===== src/rtl/in_ep_pkg.sv =====
package in_ep_pkg;

  typedef enum logic [1:0] {
    ST_IDLE = 2'd0,
    ST_SEND = 2'd1,
    ST_WAIT = 2'd2
  } txState_e;

  // strobes from the control to the datapath
  typedef struct packed {
    logic rdClr;   // restart read offset for a new packet
    logic rdAdv;   // serial engine consumed one byte
    logic retire;  // transmit bank acknowledged, free it
  } dpStrobe_t;

endpackage


===== src/rtl/in_ep_datapath.sv =====
module in_ep_datapath
  import in_ep_pkg::*;
#(
  parameter int DATA_W     = 8,
  parameter int FIFO_DEPTH = 64,
  parameter int CNT_W      = $clog2(FIFO_DEPTH + 1),
  parameter int IDX_W      = $clog2(FIFO_DEPTH)
) (
  input  logic              clk,
  input  logic              rst_n,
  input  logic              cfgEnable,
  input  logic              fwWrValid,
  input  logic [DATA_W-1:0] fwWrData,
  input  logic              fwCommit,
  input  dpStrobe_t         strobe,
  input  logic              txBank,
  output logic [DATA_W-1:0] txByte,
  output logic [CNT_W-1:0]  pktLen,
  output logic [IDX_W-1:0]  rdIdx,
  output logic [1:0]        readyMask,
  output logic              wrBank,
  output logic              ovfErr
);

  logic [CNT_W-1:0]  wrCnt;
  logic [CNT_W-1:0]  cntNext;
  logic              wrCurReady;
  logic              wrAccept;
  logic              wrReject;
  logic              commitOk;
  logic [CNT_W-1:0]  lenArr  [2];
  logic [DATA_W-1:0] byteArr [2];

  assign wrCurReady = readyMask[wrBank];
  assign wrAccept   = cfgEnable && fwWrValid && !wrCurReady &&
                      (wrCnt < CNT_W'(FIFO_DEPTH));
  assign wrReject   = cfgEnable && fwWrValid && !wrAccept;
  assign commitOk   = cfgEnable && fwCommit && !wrCurReady;
  assign cntNext    = wrCnt + CNT_W'(wrAccept);

  for (genvar b = 0; b < 2; b++) begin : g_bank
    logic [DATA_W-1:0] store [FIFO_DEPTH];
    logic [CNT_W-1:0]  lenQ;
    logic              readyQ;
    logic              selWr;
    logic              selTx;

    assign selWr = (wrBank == 1'(b));
    assign selTx = (txBank == 1'(b));

    always_ff @(posedge clk) begin
      if (wrAccept && selWr) begin
        store[wrCnt[IDX_W-1:0]] <= fwWrData;
      end
    end

    always_ff @(posedge clk or negedge rst_n) begin
      if (!rst_n) begin
        readyQ <= 1'b0;
        lenQ   <= '0;
      end else if (!cfgEnable) begin
        readyQ <= 1'b0;
        lenQ   <= '0;
      end else if (commitOk && selWr) begin
        readyQ <= 1'b1;
        lenQ   <= cntNext;
      end else if (strobe.retire && selTx) begin
        readyQ <= 1'b0;
      end
    end

    assign readyMask[b] = readyQ;
    assign lenArr[b]    = lenQ;
    assign byteArr[b]   = store[rdIdx];
  end

  // firmware-side pointer and sticky error
  always_ff @(posedge clk or negedge rst_n) begin
    if (!rst_n) begin
      wrBank <= 1'b0;
      wrCnt  <= '0;
      ovfErr <= 1'b0;
    end else if (!cfgEnable) begin
      wrBank <= 1'b0;
      wrCnt  <= '0;
      ovfErr <= 1'b0;
    end else begin
      if (wrReject) begin
        ovfErr <= 1'b1;
      end
      if (commitOk) begin
        wrBank <= ~wrBank;
        wrCnt  <= '0;
      end else begin
        wrCnt  <= cntNext;
      end
    end
  end

  // read offset into the transmit bank
  always_ff @(posedge clk or negedge rst_n) begin
    if (!rst_n) begin
      rdIdx <= '0;
    end else if (!cfgEnable || strobe.rdClr) begin
      rdIdx <= '0;
    end else if (strobe.rdAdv) begin
      rdIdx <= rdIdx + 1'b1;
    end
  end

  assign txByte = byteArr[txBank];
  assign pktLen = lenArr[txBank];

endmodule


===== src/rtl/in_ep_ctrl.sv =====
module in_ep_ctrl
  import in_ep_pkg::*;
#(
  parameter int FIFO_DEPTH = 64,
  parameter int CNT_W      = $clog2(FIFO_DEPTH + 1),
  parameter int IDX_W      = $clog2(FIFO_DEPTH)
) (
  input  logic             clk,
  input  logic             rst_n,
  input  logic             cfgEnable,
  input  logic             intEnable,
  input  logic             tokIn,
  input  logic             txReady,
  input  logic             hsAck,
  input  logic             hsFail,
  input  logic             fwClearDone,
  input  logic [1:0]       readyMask,
  input  logic [CNT_W-1:0] pktLen,
  input  logic [IDX_W-1:0] rdIdx,
  output dpStrobe_t        strobe,
  output logic             txBank,
  output logic             pktToggle,
  output logic             rspNak,
  output logic             rspData,
  output logic             txValid,
  output logic             txLast,
  output logic             txDone,
  output logic             irq,
  output logic             awaitHs,
  output logic             ctrlIdle
);

  txState_e  stateQ, stateN;
  logic      bankN, togN;
  logic      nakN, dataN, doneSet;
  logic      lastByte;
  dpStrobe_t stb;

  assign lastByte = ((CNT_W'(rdIdx) + CNT_W'(1)) == pktLen);

  always_comb begin
    stateN  = stateQ;
    stb     = '0;
    nakN    = 1'b0;
    dataN   = 1'b0;
    bankN   = txBank;
    togN    = pktToggle;
    doneSet = 1'b0;
    unique case (stateQ)
      ST_IDLE: begin
        if (tokIn) begin
          if (readyMask[txBank]) begin
            dataN     = 1'b1;
            stb.rdClr = 1'b1;
            stateN    = (pktLen == '0) ? ST_WAIT : ST_SEND;
          end else begin
            nakN = 1'b1;
          end
        end
      end
      ST_SEND: begin
        if (txReady) begin
          stb.rdAdv = 1'b1;
          if (lastByte) begin
            stateN = ST_WAIT;
          end
        end
      end
      ST_WAIT: begin
        if (hsAck) begin
          stb.retire = 1'b1;
          bankN      = ~txBank;
          togN       = ~pktToggle;
          doneSet    = 1'b1;
          stateN     = ST_IDLE;
        end else if (hsFail) begin
          stateN = ST_IDLE;
        end
      end
      default: stateN = ST_IDLE;
    endcase
    if (!cfgEnable) begin
      stb = '0;
    end
  end

  always_ff @(posedge clk or negedge rst_n) begin
    if (!rst_n) begin
      stateQ    <= ST_IDLE;
      txBank    <= 1'b0;
      pktToggle <= 1'b0;
      txDone    <= 1'b0;
      rspNak    <= 1'b0;
      rspData   <= 1'b0;
    end else if (!cfgEnable) begin
      stateQ    <= ST_IDLE;
      txBank    <= 1'b0;
      pktToggle <= 1'b0;
      txDone    <= 1'b0;
      rspNak    <= 1'b0;
      rspData   <= 1'b0;
    end else begin
      stateQ    <= stateN;
      txBank    <= bankN;
      pktToggle <= togN;
      rspNak    <= nakN;
      rspData   <= dataN;
      txDone    <= doneSet | (txDone & ~fwClearDone);
    end
  end

  assign strobe   = stb;
  assign txValid  = (stateQ == ST_SEND);
  assign txLast   = (stateQ == ST_SEND) && lastByte;
  assign irq      = txDone && intEnable;
  assign awaitHs  = (stateQ == ST_WAIT);
  assign ctrlIdle = (stateQ == ST_IDLE);

endmodule


===== src/rtl/in_ep_pingpong.sv =====
module in_ep_pingpong
  import in_ep_pkg::*;
#(
  parameter int DATA_W     = 8,
  parameter int FIFO_DEPTH = 64,
  localparam int CNT_W     = $clog2(FIFO_DEPTH + 1),
  localparam int IDX_W     = $clog2(FIFO_DEPTH)
) (
  input  logic              clk,
  input  logic              rst_n,
  input  logic              cfgEnable,
  input  logic              intEnable,
  input  logic              fwWrValid,
  input  logic [DATA_W-1:0] fwWrData,
  input  logic              fwCommit,
  input  logic              fwClearDone,
  output logic              fwBank,
  output logic              txDone,
  output logic              irq,
  output logic              ovfErr,
  input  logic              tokIn,
  output logic              rspNak,
  output logic              rspData,
  output logic [CNT_W-1:0]  pktLen,
  output logic              pktToggle,
  output logic              txValid,
  output logic [DATA_W-1:0] txByte,
  output logic              txLast,
  input  logic              txReady,
  input  logic              hsAck,
  input  logic              hsFail
);

  dpStrobe_t        strobe;
  logic             txBank;
  logic [1:0]       readyMask;
  logic [IDX_W-1:0] rdIdx;
  logic             awaitHs;
  logic             ctrlIdle;
  logic             curReady;

  assign curReady = readyMask[txBank];

  in_ep_ctrl #(
    .FIFO_DEPTH(FIFO_DEPTH), .CNT_W(CNT_W), .IDX_W(IDX_W)
  ) u_ctrl (
    .clk(clk), .rst_n(rst_n), .cfgEnable(cfgEnable), .intEnable(intEnable),
    .tokIn(tokIn), .txReady(txReady), .hsAck(hsAck), .hsFail(hsFail),
    .fwClearDone(fwClearDone), .readyMask(readyMask), .pktLen(pktLen),
    .rdIdx(rdIdx), .strobe(strobe), .txBank(txBank), .pktToggle(pktToggle),
    .rspNak(rspNak), .rspData(rspData), .txValid(txValid), .txLast(txLast),
    .txDone(txDone), .irq(irq), .awaitHs(awaitHs), .ctrlIdle(ctrlIdle)
  );

  in_ep_datapath #(
    .DATA_W(DATA_W), .FIFO_DEPTH(FIFO_DEPTH), .CNT_W(CNT_W), .IDX_W(IDX_W)
  ) u_dp (
    .clk(clk), .rst_n(rst_n), .cfgEnable(cfgEnable), .fwWrValid(fwWrValid),
    .fwWrData(fwWrData), .fwCommit(fwCommit), .strobe(strobe),
    .txBank(txBank), .txByte(txByte), .pktLen(pktLen), .rdIdx(rdIdx),
    .readyMask(readyMask), .wrBank(fwBank), .ovfErr(ovfErr)
  );

endmodule


===== config.mk =====
export PLATFORM = sky130hd
export DESIGN_NAME = in_ep_pingpong
export DESIGN_NICKNAME = d
export VERILOG_FILES = /design/src/rtl/in_ep_pkg.sv /design/src/rtl/in_ep_datapath.sv /design/src/rtl/in_ep_ctrl.sv /design/src/rtl/in_ep_pingpong.sv
export SDC_FILE = /design/constraint.sdc
export NUM_CORES = 1
export LEC_CHECK = 0
export BUFFER_PORTS_ARGS = -buffer_cell sky130_fd_sc_hd__buf_2
export CORE_AREA = 10 10 220 379
export CTS_CLUSTER_SIZE = 20
export DETAILED_ROUTE_END_ITERATION = 10
export DIE_AREA = 0 0 230 389
export PLACE_DENSITY = 0.75
export SLEW_MARGIN = 10
export SYNTH_ARGS = -nofsm -noshare
export SYNTH_HDL_FRONTEND = slang
export SYNTH_SLANG_ARGS = --single-unit
export TNS_END_PERCENT = 1

===== constraint.sdc =====
create_clock -name clk -period 2.4 [get_ports clk]
set_input_delay 0.24 -clock clk [delete_from_list [all_inputs] [get_ports clk]]
set_output_delay 0.24 -clock clk [all_outputs]
set_load 0.01 [all_outputs]

# Word level (Yosys, flattened, before mapping)

Memories as Yosys holds them, arrays and structs flattened.
Index checks and enable logic that the tools add are counted.

Register bits: 38
Memory bits (writable): 1024
Bits of input ports: 19
Word-level logic and storage cells: 130
Memories: 2

Add/subtract/negate cells: 3
$lt $le $gt $ge: 4
Equal/unequal tests: 16
Muxes and demuxes: 61
Bitwise gates (word level): 7
Reduce and logical (&&, ||, !) cells: 23

Memory list:

| name                 | words | bits a word | read ports | clocked after Yosys merged registers in | write ports | line                 | source |
|---|---|---|---|---|---|---|---|
| u_dp.g_bank[0].store | 64    | 8           | 1          | 0                                       | 1           | in_ep_datapath.sv:42 | `logic [DATA_W-1:0] store [FIFO_DEPTH];` |
| u_dp.g_bank[1].store | 64    | 8           | 1          | 0                                       | 1           | in_ep_datapath.sv:42 |  |

Operator list:

| kind                  | number |
|---|---|
| $mux W7               | 9 |
| $mux W1               | 37 |
| $mux W8               | 3 |
| $mux W2               | 8 |
| $logic_and A1 B1 Y1   | 14 |
| $mux W6               | 2 |
| $ne A2 B1 Y1 const B  | 6 |
| $ne A3 B2 Y1 const B  | 3 |
| $add A6 B1 Y7 const B | 1 |
| $add A7 B1 Y7         | 1 |
| $eq A7 B7 Y1          | 1 |
| $logic_not A7 Y1      | 1 |
| $lt A7 B7 Y1 const B  | 1 |
| $add A6 B1 Y6 const B | 1 |
| $ne A3 B1 Y1 const B  | 2 |
| $pmux W2 S3           | 1 |
| $reduce_and A5 Y1     | 1 |
| $lt A1 B2 Y1 const B  | 2 |
| $ne A4 B4 Y1 const B  | 1 |
| $not A1 Y1            | 4 |
| $logic_not A1 Y1      | 3 |
| $mux W3               | 1 |
| $ne A3 B3 Y1 const B  | 1 |
| $eq A2 B1 Y1 const B  | 1 |
| 9 further kinds       | 9 |

# Logic depth before layout (Yosys ltp)

Gate-level depths: netlist (run 1).

Word-level depth: 10
Mapped depth: 10
Gate-level depth less buffers: 8

# Hierarchy

A second synthesis (run 1) with hierarchy kept.

Cells, all modules: 2180
Area, all modules: 42005.3 um^2

By module, submodules not included:

| module         | instances | cells each | area each (um^2) |
|---|---|---|---|
| in_ep_datapath | 1         | 2114       | 41442.2 |
| in_ep_ctrl     | 1         | 66         | 563.0 |

# Least setup slack after synthesis (run 1)

No wires, ideal clock.

Kind: flip-flop to flip-flop
From: register u_dp.wrBank
To: memory u_dp.g_bank[1].store[24][0], enable pin
Arrival: 1.781 ns
Data required time: 2.030 ns
Path slack: 0.248 ns
Cell stages (with the launch flop): 6
Buffers on the path: 1
Period minus slack after synthesis: 2.152 ns
Cells stage by stage: dfrtp_1 -> buf_2 -> inv_2 -> nor4_1 -> nand3_1 -> nor2_1

Longest elaborated chain between the ends: 8

Ends and longest elaborated chain:

| element                                     | line                 | source |
|---|---|---|
| start, declared                             | in_ep_datapath.sv:21 | `output logic wrBank,` |
| start signal, assigned                      | in_ep_datapath.sv:92 | `wrBank <= ~wrBank;` |
| $mux W1 (implied by the code) (2 in series) | in_ep_datapath.sv:34 | `assign wrCurReady = readyMask[wrBank];` |
| $logic_not A1 Y1                            | in_ep_datapath.sv:35 | `assign wrAccept = cfgEnable && fwWrValid && !wrCurReady &&` |
| $logic_and A1 B1 Y1 (2 in series)           | in_ep_datapath.sv:35 |  |
| $logic_and A1 B1 Y1 (*)                     | in_ep_datapath.sv:52 | `if (wrAccept && selWr) begin` |
| $mux W1 (*)                                 | in_ep_datapath.sv:52 |  |
| $mux W1 (implied by the code) (*)           | in_ep_datapath.sv:53 | `store[wrCnt[IDX_W-1:0]] <= fwWrData;` |
| end, declared                               | in_ep_datapath.sv:42 |  |

Mark *: on every way between the ends. The rest lies on a longest branch, timed or not. The select of a mux whose other input is x is not followed.

# Worst setup path after layout (run 1)

From: register u_dp.rdIdx[3]
To: output txByte[5]

Longest elaborated chain between the ends: 4
Elaborated cells on any way between the ends: 5

Ends and longest elaborated chain:

| element                                         | line                  | source |
|---|---|---|
| start, declared                                 | in_ep_datapath.sv:19  | `output logic [IDX_W-1:0] rdIdx,` |
| start signal, assigned                          | in_ep_datapath.sv:107 | `rdIdx <= rdIdx + 1'b1;` |
| $mem_v2 Z64 W8                                  | -                     |  |
| $mux W8 (implied by the code) (*) (3 in series) | in_ep_datapath.sv:111 | `assign txByte = byteArr[txBank];` |
| end, declared                                   | in_ep_pingpong.sv:27  | `output logic [DATA_W-1:0] txByte,` |

Marks and branches as above.

==> results of run 1 <==
[power breakdown]
| part | total [mW] | leakage (nW) | internal (mW) | switching [mW] |
|---|---|---|---|---|
| clock network | 13.9 | 1.32 | 7.55 | 6.35 |
| registers | 20.4 | 9.72 | 20.3 | 0.0363 |
| logic | 0.854 | 4.86 | 0.233 | 0.622 |
| total | 35.1 | 15.9 | 28.1 | 7.01 |
[final cells by class]
| type | count | area, sq um |
|---|---|---|
| well taps | 1027 | 1280 |
| clock inverters | 53 | 500 |
| multi-input cells | 958 | 10000 |
| flip-flops and latches | 1062 | 31700 |
| inverters | 3 | 11.3 |
| repair buffers | 436 | 4120 |
| fillers | 4874 | 27200 |
| clock buffers | 99 | 2200 |
[cell usage after synthesis, drive strengths merged (14+ instances only)]
| library cell | number |
|---|---|
| edfxtp | 1024 |
| mux4 | 192 |
| nor2 | 185 |
| mux2i | 155 |
| buf | 69 |
| a22oi | 65 |
| clkbuf | 65 |
| o22ai | 57 |
| nand2 | 41 |
| dfrtp | 38 |
| nand3 | 29 |
| a21oi | 28 |
| nor3 | 28 |
| nor4 | 20 |
| o21ai | 20 |
| a211oi | 17 |
| and3 | 14 |
[repair_timing]
item,4_1_cts,5_1_grt
pin swaps,28,30
hold buffers,9,0
gates resized for setup,115,70
cloned,10,0
hold endpoints to repair,58,0
setup buffers,26,10
endpoints found under the setup margin,11,24
[metal layers]
metal,vias up,share of wire (%),GRT usage (%)
met5,-,0,0
met4,0,7.6,16.6
met3,343,7.7,4.69
met2,1317,52,42.4
met1,11900,32,27.2
li1,9550,-,-
[per-stage QoR]
stage,setup TNS [ns],power [mW]
after CTS,-9.08,35.2
after global placement,-5.18,21.5
after global routing,-9.84,35.9
after detailed placement,-5.49,21.6
final,-9.17,35.1
after floorplan,0,21.0
[how the worst max path moves through the flow]
stage | startpoint | end
global placement | u_dp.rdIdx[0]$_DFFE_PN0P_ | txByte[4]
detailed placement | u_dp.rdIdx[0]$_DFFE_PN0P_ | txByte[4]
CTS | u_dp.rdIdx[0]$_DFFE_PN0P_ | txByte[6]
global route | u_dp.rdIdx[0]$_DFFE_PN0P_ | txByte[0]
finish | u_dp.rdIdx[3]$_DFFE_PN0P_ | txByte[5]
floorplan | u_dp.wrBank$_DFFE_PN0P_ | u_dp.g_bank[1].store[24][0]$_DFFE_PP_
[logic make-up after synthesis]
| kind of cell | after synthesis | synth area share (%) |
|---|---|---|
| fa+ha+maj | 3 | 0.0895 |
| simple gates | 359 | 3.92 |
| flops | 1062 | 75.6 |
| mux | 356 | 14.3 |
| xor+xnor | 19 | 0.397 |
| buf+inv | 137 | 2.17 |
| compound gates | 221 | 3.56 |
[worst max-delay path, delay by kind of cell, from the launching register on]
| kind | cells | cell delay [ns] |
|---|---|---|
| simple gates | 1 | 0.38 |
| compound gates | 4 | 0.94 |
| flops | 1 | 0.62 |
| buf+inv | 4 | 0.68 |
[state kept, by name, summed over array words and instances, names as in the netlist]
signal / count
u_ctrl.pktToggle: 1
u_ctrl.rspData: 1
u_ctrl.txBank: 1
u_ctrl.stateQ: 2
u_ctrl.txDone: 1
u_dp.rdIdx: 6
u_dp.g_bank.store: 1024
u_ctrl.rspNak: 1
u_dp.ovfErr: 1
u_dp.g_bank.lenQ: 14
u_dp.wrBank: 1
u_dp.g_bank.readyQ: 2
u_dp.wrCnt: 7
==> metrics.txt, run 1 <==
run status finished with violations; violations in the final reports setup timing; Critical R2R Launch u_dp.rdIdx[0]$_DFFE_PN0P_; Worst Setup Start Kind register; largest area contributor in the netlist edfxtp_1; most common cell after layout, fill and taps aside edfxtp_1; hold worst-path end u_dp.g_bank[0].store[44][5]$_DFFE_PP_; # Max-Cap Violations 0; IR Drop Worst-Case VDD 0.593 mV; WP data required 2.16 ns; aggregate global-route resource usage around 25%; largest net degree at the start of global routing 105; maximum fanout along the worst path 17; clock tree root driver cell clkbuf_16; drt via density between 6 and 7; sequential share of the synthesized area 75.6%; Setup crit end kind primary output; standard cell core area 77000 sq um; number of instances in the synthesized netlist 2157; Cell Count, Final, Fillers Out 3638; final worst path period share 148%; max_slew headroom 21.5%; CTS H-tree depth 3; CTS sink count about 1100; CP max stage cell dfrtp_1; top cells by area in the synthesized netlist edfxtp_1, mux4_2, mux2i_1, dfrtp_1, nor2_1; async set or reset register ratio after synthesis 3.58%; standard cell area after detailed placement 45600 sq um; leakage dissipation 15.9 nW; mapped cell area 41900 sq um; starting density of the core 54.5%; worst setup slack before clock tree synthesis -0.766 ns; origin of the worst min-delay path fwWrData[5]; worst slew pin tran 1.18 ns; remaining global-route overflow 0; number of synthesized flops with an enable pin 1024; routed length per instance 30.3 um; nets in the synthesized netlist 2179; path category of the worst min-delay check input pin to register; number of antenna violations at the first check in global routing 0; number of hold violations in the final report 0; via count of the first global-routing pass 23900; slowest stage delay, CP 0.62 ns; Die X-Extent around 230 um; proportion of layout cells with a drive suffix above 1 33.5%; average size of a mapped cell about 20 sq um; violation count after the first detailed-routing iteration 2657; total power density per cell area 704 nW/um^2; full die area 89500 sq um; number of port buffers 42; Chip Height 389 um; DPL Wire Length 69000 um; share of the core filled with cells 64.7%; register-to-register setup slack -0.06 ns; post-synth top area share 73.3%; final hold slack 0.0325 ns; Critical R2R Capture u_ctrl.stateQ[0]$_DFFE_PN0P_; Fmax 282 MHz; first-pass GRT wire length ~160000 um; clock tree from TritonCTS done; first drt pass iteration count 6; count of cells along the worst register-to-register path 10; count of synthesis-stage warnings from yosys 0; distinct cell type count after synthesis 52; placer congestion estimate 0.955; clock insertion delay at the later pin of the skew report 0.66 ns; Syn-to-layout area delta 18.9%; worst-case clock buffer depth 3; total non-filler cell area in the finished layout 49900 sq um; most prevalent standard cell on the critical path buf_4; Final Net Count 2567; setup repair after global routing missed its margin yes; worst-case setup margin in the final layout -1.14 ns; final wirelength 110000 um; crit path cell chain and2_2 -> buf_12 -> buf_4 -> a22oi_1 -> buf_4 -> a21boi_1 -> o22ai_2 -> o21ai_1 -> buf_2; DRC 0; classification of the worst setup path register to primary output; number of I/O pins 43; TritonCTS buffer count 84; data arrival at the endpoint of the critical path 3.30 ns; Final setup violation count 10; post-synthesis sequential element count around 1100; dominant register cell in the synthesized netlist edfxtp_1; Cells after DPL 3433; Max Transition Viols Final 0; clk slew on worst S/H paths 0.07 ns; worst hold path cell count 1; number of antenna cells inserted 0; routed via count between 20000 and 25000; largest clock skew in the final design 0.0204 ns; commonest cells after routing, fill and taps aside edfxtp_1, buf_4, mux4_2; clock period minus final worst setup slack 3.54 ns; Final ANT Viol Nets 0; num rows 135
No activity file was read; power rests on OpenSTA's default activity.
==> run 2: changes to the inputs <==
==> constraint.sdc (replaced) <==
create_clock -name clk -period 2.4 [get_ports clk]
set_input_delay 0.36 -clock clk [delete_from_list [all_inputs] [get_ports clk]]
set_output_delay 0.36 -clock clk [all_outputs]
set_load 0.01 [all_outputs]
==> run 2 against run 1 <==
Net effect:
- the flow still finishes with violations (setup timing)
- clock power about the same
- critical path depth down 1
- sequential share of layout area up 0.93 points
- first-iteration DRC count down 25%
- critical path type unchanged
- fmax down 2.5%
==> metrics.txt, run 2 (same netlist as run 1, synthesis figures left out) <==
run status finished with violations; violations in the final reports setup timing; worst-case clock buffer depth 3 (unchanged); number of fill cells in the layout 5020 (+3.0%); starting density of the core 54.5% (unchanged); final wirelength 105000 um (-5.0%); clock period minus final worst setup slack 3.63 ns (+0.0924 ns); largest net degree at the start of global routing 129 (+23%); worst slew pin tran 0.888 ns (-0.289 ns); Max Transition Viols Final 0 (unchanged); total power density per cell area 709 nW/um^2 (+0.69%); classification of the worst setup path register to primary output; origin of the worst min-delay path fwWrValid; Chip Height 389 um (unchanged); WP data required 2.04 ns (-0.12 ns); worst-case setup margin in the final layout -1.23 ns (-0.0924 ns); DRC 0 (unchanged); TritonCTS buffer count 84 (unchanged); proportion of layout cells with a drive suffix above 1 31.3% (-2.2 points); number of gates on the worst path with buffers counted 8 (-1); via count of the first global-routing pass 23900 (+0.18%); Sequential Area 31700 sq um (about the same); max_slew headroom 40.8% (+19 points); number of I/O pins 43 (unchanged); full die area 89500 sq um (unchanged); Worst Setup Start Kind register; Cell Count, Final, Fillers Out 3625 (-0.36%); clock insertion delay at the later pin of the skew report 0.66 ns (about the same); internal power 27.9 mW (-0.61%); num rows 135 (unchanged); number of port buffers 42 (unchanged); last element of the critical path txByte[4]; worst setup slack before clock tree synthesis -1.04 ns (-0.271 ns); clock tree from TritonCTS done; aggregate global-route resource usage 23.4% (-1.2 points); CP max stage cell dfrtp_4; Tot Pwr 34.9 mW (-0.76%); critical path's top delay family compound AO/OA/AOI/OAI gates; clock tree root driver cell clkbuf_16; first-pass GRT wire length 155000 um (-4.1%); flip-flop count of the largest register after layout 1024 (unchanged); IR Drop Worst-Case VDD 0.603 mV (+1.5%); Critical R2R Capture u_ctrl.stateQ[0]$_DFFE_PN0P_; crit path cell chain buf_4 -> buf_6 -> mux4_2 -> a22oi_1 -> a21oi_1 -> o221ai_1 -> o21ai_1 -> buf_2; setup repair after global routing missed its margin yes; number of antenna violations at the first check in global routing 3 (+3); routed via count 22500 (-2.9%); most common cell after layout, fill and taps aside edfxtp_1; area of the multi-input gates 9660 sq um (-3.8%); first drt pass iteration count 5 (-1); placer congestion estimate 0.928 (-2.8%); maximum fanout along the worst path 11 (-6); largest clock skew in the final design 0.0367 ns (+0.0164 ns); leakage dissipation 15.7 nW (-1.4%); number of hold violations in the final report 0 (unchanged); Critical R2R Launch u_dp.rdIdx[0]$_DFFE_PN0P_; Syn-to-layout area delta 17.2%; CP Buf/Inv Count 3 (-1); final worst path period share 151% (+3.8 points); DPL Wire Length 68200 um (-1.1%); Final setup violation count 10 (unchanged); data arrival at the endpoint of the critical path 3.27 ns (-0.03 ns); clk slew on worst S/H paths 0.07 ns (about the same); count of cells along the worst register-to-register path 11 (+1); slowest stage delay, CP 0.58 ns (-0.04 ns); Comb pwr share 2.3% (about the same); switching portion of total power 19.8% (-0.12 points); fraction of power consumed by sequential logic 58.5% (+0.5 points); remaining global-route overflow 0 (unchanged); path category of the worst min-delay check input pin to register; # Max-Cap Violations 0 (unchanged); standard cell core area 77000 sq um (unchanged); Fmax 275 MHz (-2.5%); CTS sink count 1062 (unchanged); commonest cells after routing, fill and taps aside edfxtp_1, buf_4, mux4_2; routed length per instance 28.9 um (-4.7%); drt via density 6.20 (-2.5%); Cells after DPL 3440 (+0.20%); Die X-Extent 230 um (unchanged); Final ANT Viol Nets 0 (unchanged); CTS H-tree depth 3 (unchanged); NetSw 6.91 mW (-1.4%); register-to-register setup slack -0.12 ns (-0.06 ns); Setup crit end kind primary output; beginning of the critical path u_dp.rdIdx[0]$_DFFE_PN0P_; violation count after the first detailed-routing iteration 2002 (-25%); Clock Power Share 39.2% (-0.4 points); Final Net Count 2554 (-0.51%)
-- run 2: cell types whose count changed in the layout (fill, tap and decap cells not counted), sizes merged --
cell         previous run  this run
buf                   425       416
diode                   0         1
bufinv                  9         6
inv                     3         5
dlygate4sd3             9         3
bufbuf                  2         3
clkinvlp                3         7
clkinv                 41        28
clkbuf                 99       109
-- run 2: worst reg2reg max path, cell delays in order, from the launching register on --
cell and delay, ns:
dfrtp_4 0.59, buf_6 0.19, buf_12 0.13, buf_12 0.14, ha_4 0.18, and3_4 0.20
xnor2_2 0.15, nor2_1 0.10, nor4b_4 0.28, o21ai_2 0.11, buf_4 0.15, o221a_1 0.19
-- run 2: cell type report --
type	instances	share of cell area, %
flip-flops and latches	1062	64.5
multi-input cells	958	19.7
repair buffers	423	7.72
clock buffers	108	4.63
well taps	1027	2.61
clock inverters	43	0.837
inverters	3	0.0229
diodes	1	0.00509
-- run 2: through the flow --
step                util [%]  instance area (sq um)  hold slack [ns]  TNS, ns
floorplan                  -                  41900           0.0644        0
global placement        59.2                  45600            0.468    -6.31
detailed placement      59.2                  45600            0.501    -6.47
CTS                     63.7                  49000           0.0135   -10.70
global route            63.8                  49200           0.0605   -11.52
finish                  63.8                  49200           0.0258   -10.76
-- run 2: worst min-delay path by stage --
stage	to	slack, ns	depth (start not counted)
global route	u_dp.ovfErr$_DFFE_PN0P_	0.06	3
detailed placement	u_dp.ovfErr$_DFFE_PN0P_	0.50	1
floorplan	u_ctrl.pktToggle$_DFFE_PN0P_	0.06	0
finish	u_dp.ovfErr$_DFFE_PN0P_	0.03	3
CTS	u_dp.ovfErr$_DFFE_PN0P_	0.01	3
global placement	u_dp.ovfErr$_DFFE_PN0P_	0.47	1
-- run 2: repair_timing --
action                                  4_1_cts  5_1_grt
hold buffers                                  3        0
setup buffers                                24        0
endpoints found under the setup margin       10       12
pin swaps                                     9        5
cloned                                        5        1
gates resized for setup                      77       16
hold endpoints to repair                     41        0
-- run 2: routing by layer --
layer  GRT usage, %  vias up  share of wire, %
met5              0        -             0.031
met4           15.4        4               7.1
met3           4.45      316               7.0
met2           41.5     1029                53
met1           25.1    11600                33
li1               -     9516                 -
-- run 2: power by group through the flow --
stage,clock [mW],sequential (mW),combinational (mW)
finish,13.7,20.4,0.807
global route,14.5,20.4,0.848
CTS,13.8,20.4,0.792
detailed placement,0,20.8,0.768
global placement,0,20.8,0.735
floorplan,0,20.8,0.226
==> run 3: changes to the inputs <==
SETUP_SLACK_MARGIN = 0.05   (was not set)
==> run 3 against run 2 <==
Net effect:
- the run still ends with setup timing left
- sequential share of layout area about the same
- final cell count unchanged
- routed wire length down 0.11%
- global-route usage unchanged
- critical path type unchanged
- critical endpoint unchanged
- largest cell class unchanged
- highest routed layer unchanged
==> metrics.txt, run 3 (same netlist as run 1, synthesis figures left out) <==
run status finished with violations; violations in the final reports setup timing; origin of the worst min-delay path fwWrValid; critical path's top delay family compound AO/OA/AOI/OAI gates; full die area 89500 sq um (unchanged); routed via count 22300 (-0.61%); number of gates on the worst path with buffers counted 8 (unchanged); classification of the worst setup path register to primary output; maximum fanout along the worst path 11 (unchanged); flip-flop count of the largest register after layout 1024 (unchanged); standard cell core area 77000 sq um (unchanged); largest net degree at the start of global routing 129 (unchanged); Final ANT Viol Nets 0 (unchanged); register-to-register setup slack -0.13 ns (about the same); aggregate global-route resource usage 23.4% (unchanged); TritonCTS buffer count 84 (unchanged); commonest cells after routing, fill and taps aside edfxtp_1, buf_4, mux4_2; Chip Height 389 um (unchanged); clock tree from TritonCTS done; final wirelength 105000 um (-0.11%); Final setup violation count 10 (unchanged); Cells after DPL 3440 (unchanged); CTS H-tree depth 3 (unchanged); final sum of negative setup slack -10.87 ns (-0.115 ns); Cell Count, Final, Fillers Out 3625 (unchanged); worst-case setup margin in the final layout -1.25 ns (-0.0211 ns); WP data required 2.04 ns (about the same); via count of the first global-routing pass 23900 (unchanged); slowest stage delay, CP 0.58 ns (about the same); CP Buf/Inv Count 3 (unchanged); Critical R2R Capture u_ctrl.stateQ[0]$_DFFE_PN0P_; count of cells along the worst register-to-register path 11 (unchanged); total power density per cell area 709 nW/um^2 (about the same); clock tree root driver cell clkbuf_16; number of I/O pins 43 (unchanged); proportion of layout cells with a drive suffix above 1 31.4% (+0.039 points); routed length per instance 28.8 um (-0.11%); number of port buffers 42 (unchanged); data arrival at the endpoint of the critical path 3.29 ns (+0.02 ns); CP max stage cell dfrtp_4; Max Transition Viols Final 0 (unchanged); total non-filler cell area in the finished layout 49200 sq um (about the same); first drt pass iteration count 5 (unchanged); Critical R2R Launch u_dp.rdIdx[0]$_DFFE_PN0P_; placer congestion estimate 0.928 (unchanged); num rows 135 (unchanged); IR Drop Worst-Case VDD 0.603 mV (about the same); drt via density 6.16 (-0.61%); worst-case clock buffer depth 3 (unchanged); first-pass GRT wire length 155000 um (unchanged); CTS sink count 1062 (unchanged); remaining global-route overflow 0 (unchanged); number of antenna violations at the first check in global routing 3 (unchanged); Die X-Extent 230 um (unchanged); hold worst-path end u_dp.ovfErr$_DFFE_PN0P_; worst setup slack before clock tree synthesis -1.04 ns (unchanged); Final Net Count 2554 (unchanged); leakage dissipation 15.7 nW (about the same); # Max-Cap Violations 0 (unchanged); crit path cell chain buf_4 -> buf_6 -> mux4_2 -> a22oi_1 -> a21oi_1 -> o221ai_1 -> o21ai_1 -> buf_2; final worst path period share 152% (+0.88 points); clk slew on worst S/H paths 0.07 ns (about the same); DRC 0 (unchanged); number of hold violations in the final report 0 (unchanged); most common cell after layout, fill and taps aside edfxtp_1; Tot Pwr 34.9 mW (about the same); largest clock skew in the final design 0.0357 ns (-0.00107 ns); Worst Setup Start Kind register; number of fill cells in the layout 5018 (-0.040%); Syn-to-layout area delta 17.2% (about the same); clock insertion delay at the later pin of the skew report 0.66 ns (about the same); setup repair after global routing missed its margin yes; DPL Wire Length 68200 um (unchanged); Fmax 274 MHz (-0.58%); clock period minus final worst setup slack 3.65 ns (+0.0211 ns); path category of the worst min-delay check input pin to register; max_slew headroom 40.6% (-0.27 points); Setup crit end kind primary output; standard cell area after detailed placement 45600 sq um (unchanged); worst hold path cell count 3 (unchanged); violation count after the first detailed-routing iteration 2048 (+2.3%); worst slew pin tran 0.892 ns (+0.00399 ns); starting density of the core 54.5% (unchanged)
-- run 3: cell counts in the layout (fill, tap and decap cells not counted) --
No cell type changed its count.
-- run 3: metrics by stage --
stage	hold slack (ns)	util (%)
after floorplan	0.0644	-
after global placement	0.468	59.2
after detailed placement	0.501	59.2
after CTS	0.0135	63.7
after global routing	0.0605	63.8
final	0.0228	63.8
-- run 3: power breakdown --
group	switching, mW	total, mW	internal, mW
logic	0.598	0.806	0.208
clock network	6.27	13.7	7.40
registers	0.0400	20.4	20.3
total	6.91	34.9	27.9
-- run 3: worst max path at each step --
stage | from | slack, ns | end
2_1_floorplan | u_dp.rdIdx[0]$_DFFE_PN0P_ | 0.15 | txByte[1]
3_3_place_gp | u_dp.rdIdx[0]$_DFFE_PN0P_ | -1.05 | txByte[5]
3_5_place_dp | u_dp.rdIdx[0]$_DFFE_PN0P_ | -1.04 | txByte[5]
4_1_cts | u_dp.rdIdx[0]$_DFFE_PN0P_ | -1.21 | txByte[3]
5_1_grt | u_dp.rdIdx[0]$_DFFE_PN0P_ | -1.31 | txByte[1]
6_report | u_dp.rdIdx[0]$_DFFE_PN0P_ | -1.25 | txByte[4]
-- run 3: layer usage --
layer / global-route usage, % / vias to the layer above / part of all wire [%]
li1: - / 9518 / -
met1: 25.1 / 11500 / 33
met2: 41.5 / 1012 / 53
met3: 4.45 / 326 / 7.0
met4: 15.4 / 4 / 7.1
met5: 0 / - / 0.031
-- run 3: cell type report --
type,count,area [sq um],share of cell area [%]
Timing Repair Buffer,423,3790,7.72
Tap cell,1027,1280,2.61
Clock buffer,108,2270,4.63
Clock inverter,43,412,0.837
Multi-Input combinational cell,958,9670,19.7
Inverter,3,11.3,0.0229
Sequential cell,1062,31700,64.5
Antenna cell,1,2.50,0.00509
-- run 3: worst register-to-register path: cells and delay by family, from the launching register on --
kind,cells,cell delay (ns)
xor gates and xnor gates,1,0.15
DFF,1,0.60
AOI/OAI and AO/OA,2,0.30
buffers and inverters,4,0.61
and+or+nand+nor,3,0.58
adders and majority gates,1,0.18
-- run 3: what timing repair did --
action                                  in CTS  in global routing
endpoints found under the setup margin      11                 16
gates cloned                                 5                  1
gates resized for setup                     77                 17
hold buffers                                 3                  0
pin swaps                                    9                  5
hold endpoints to repair                    41                  0
buffers inserted                            24                  0
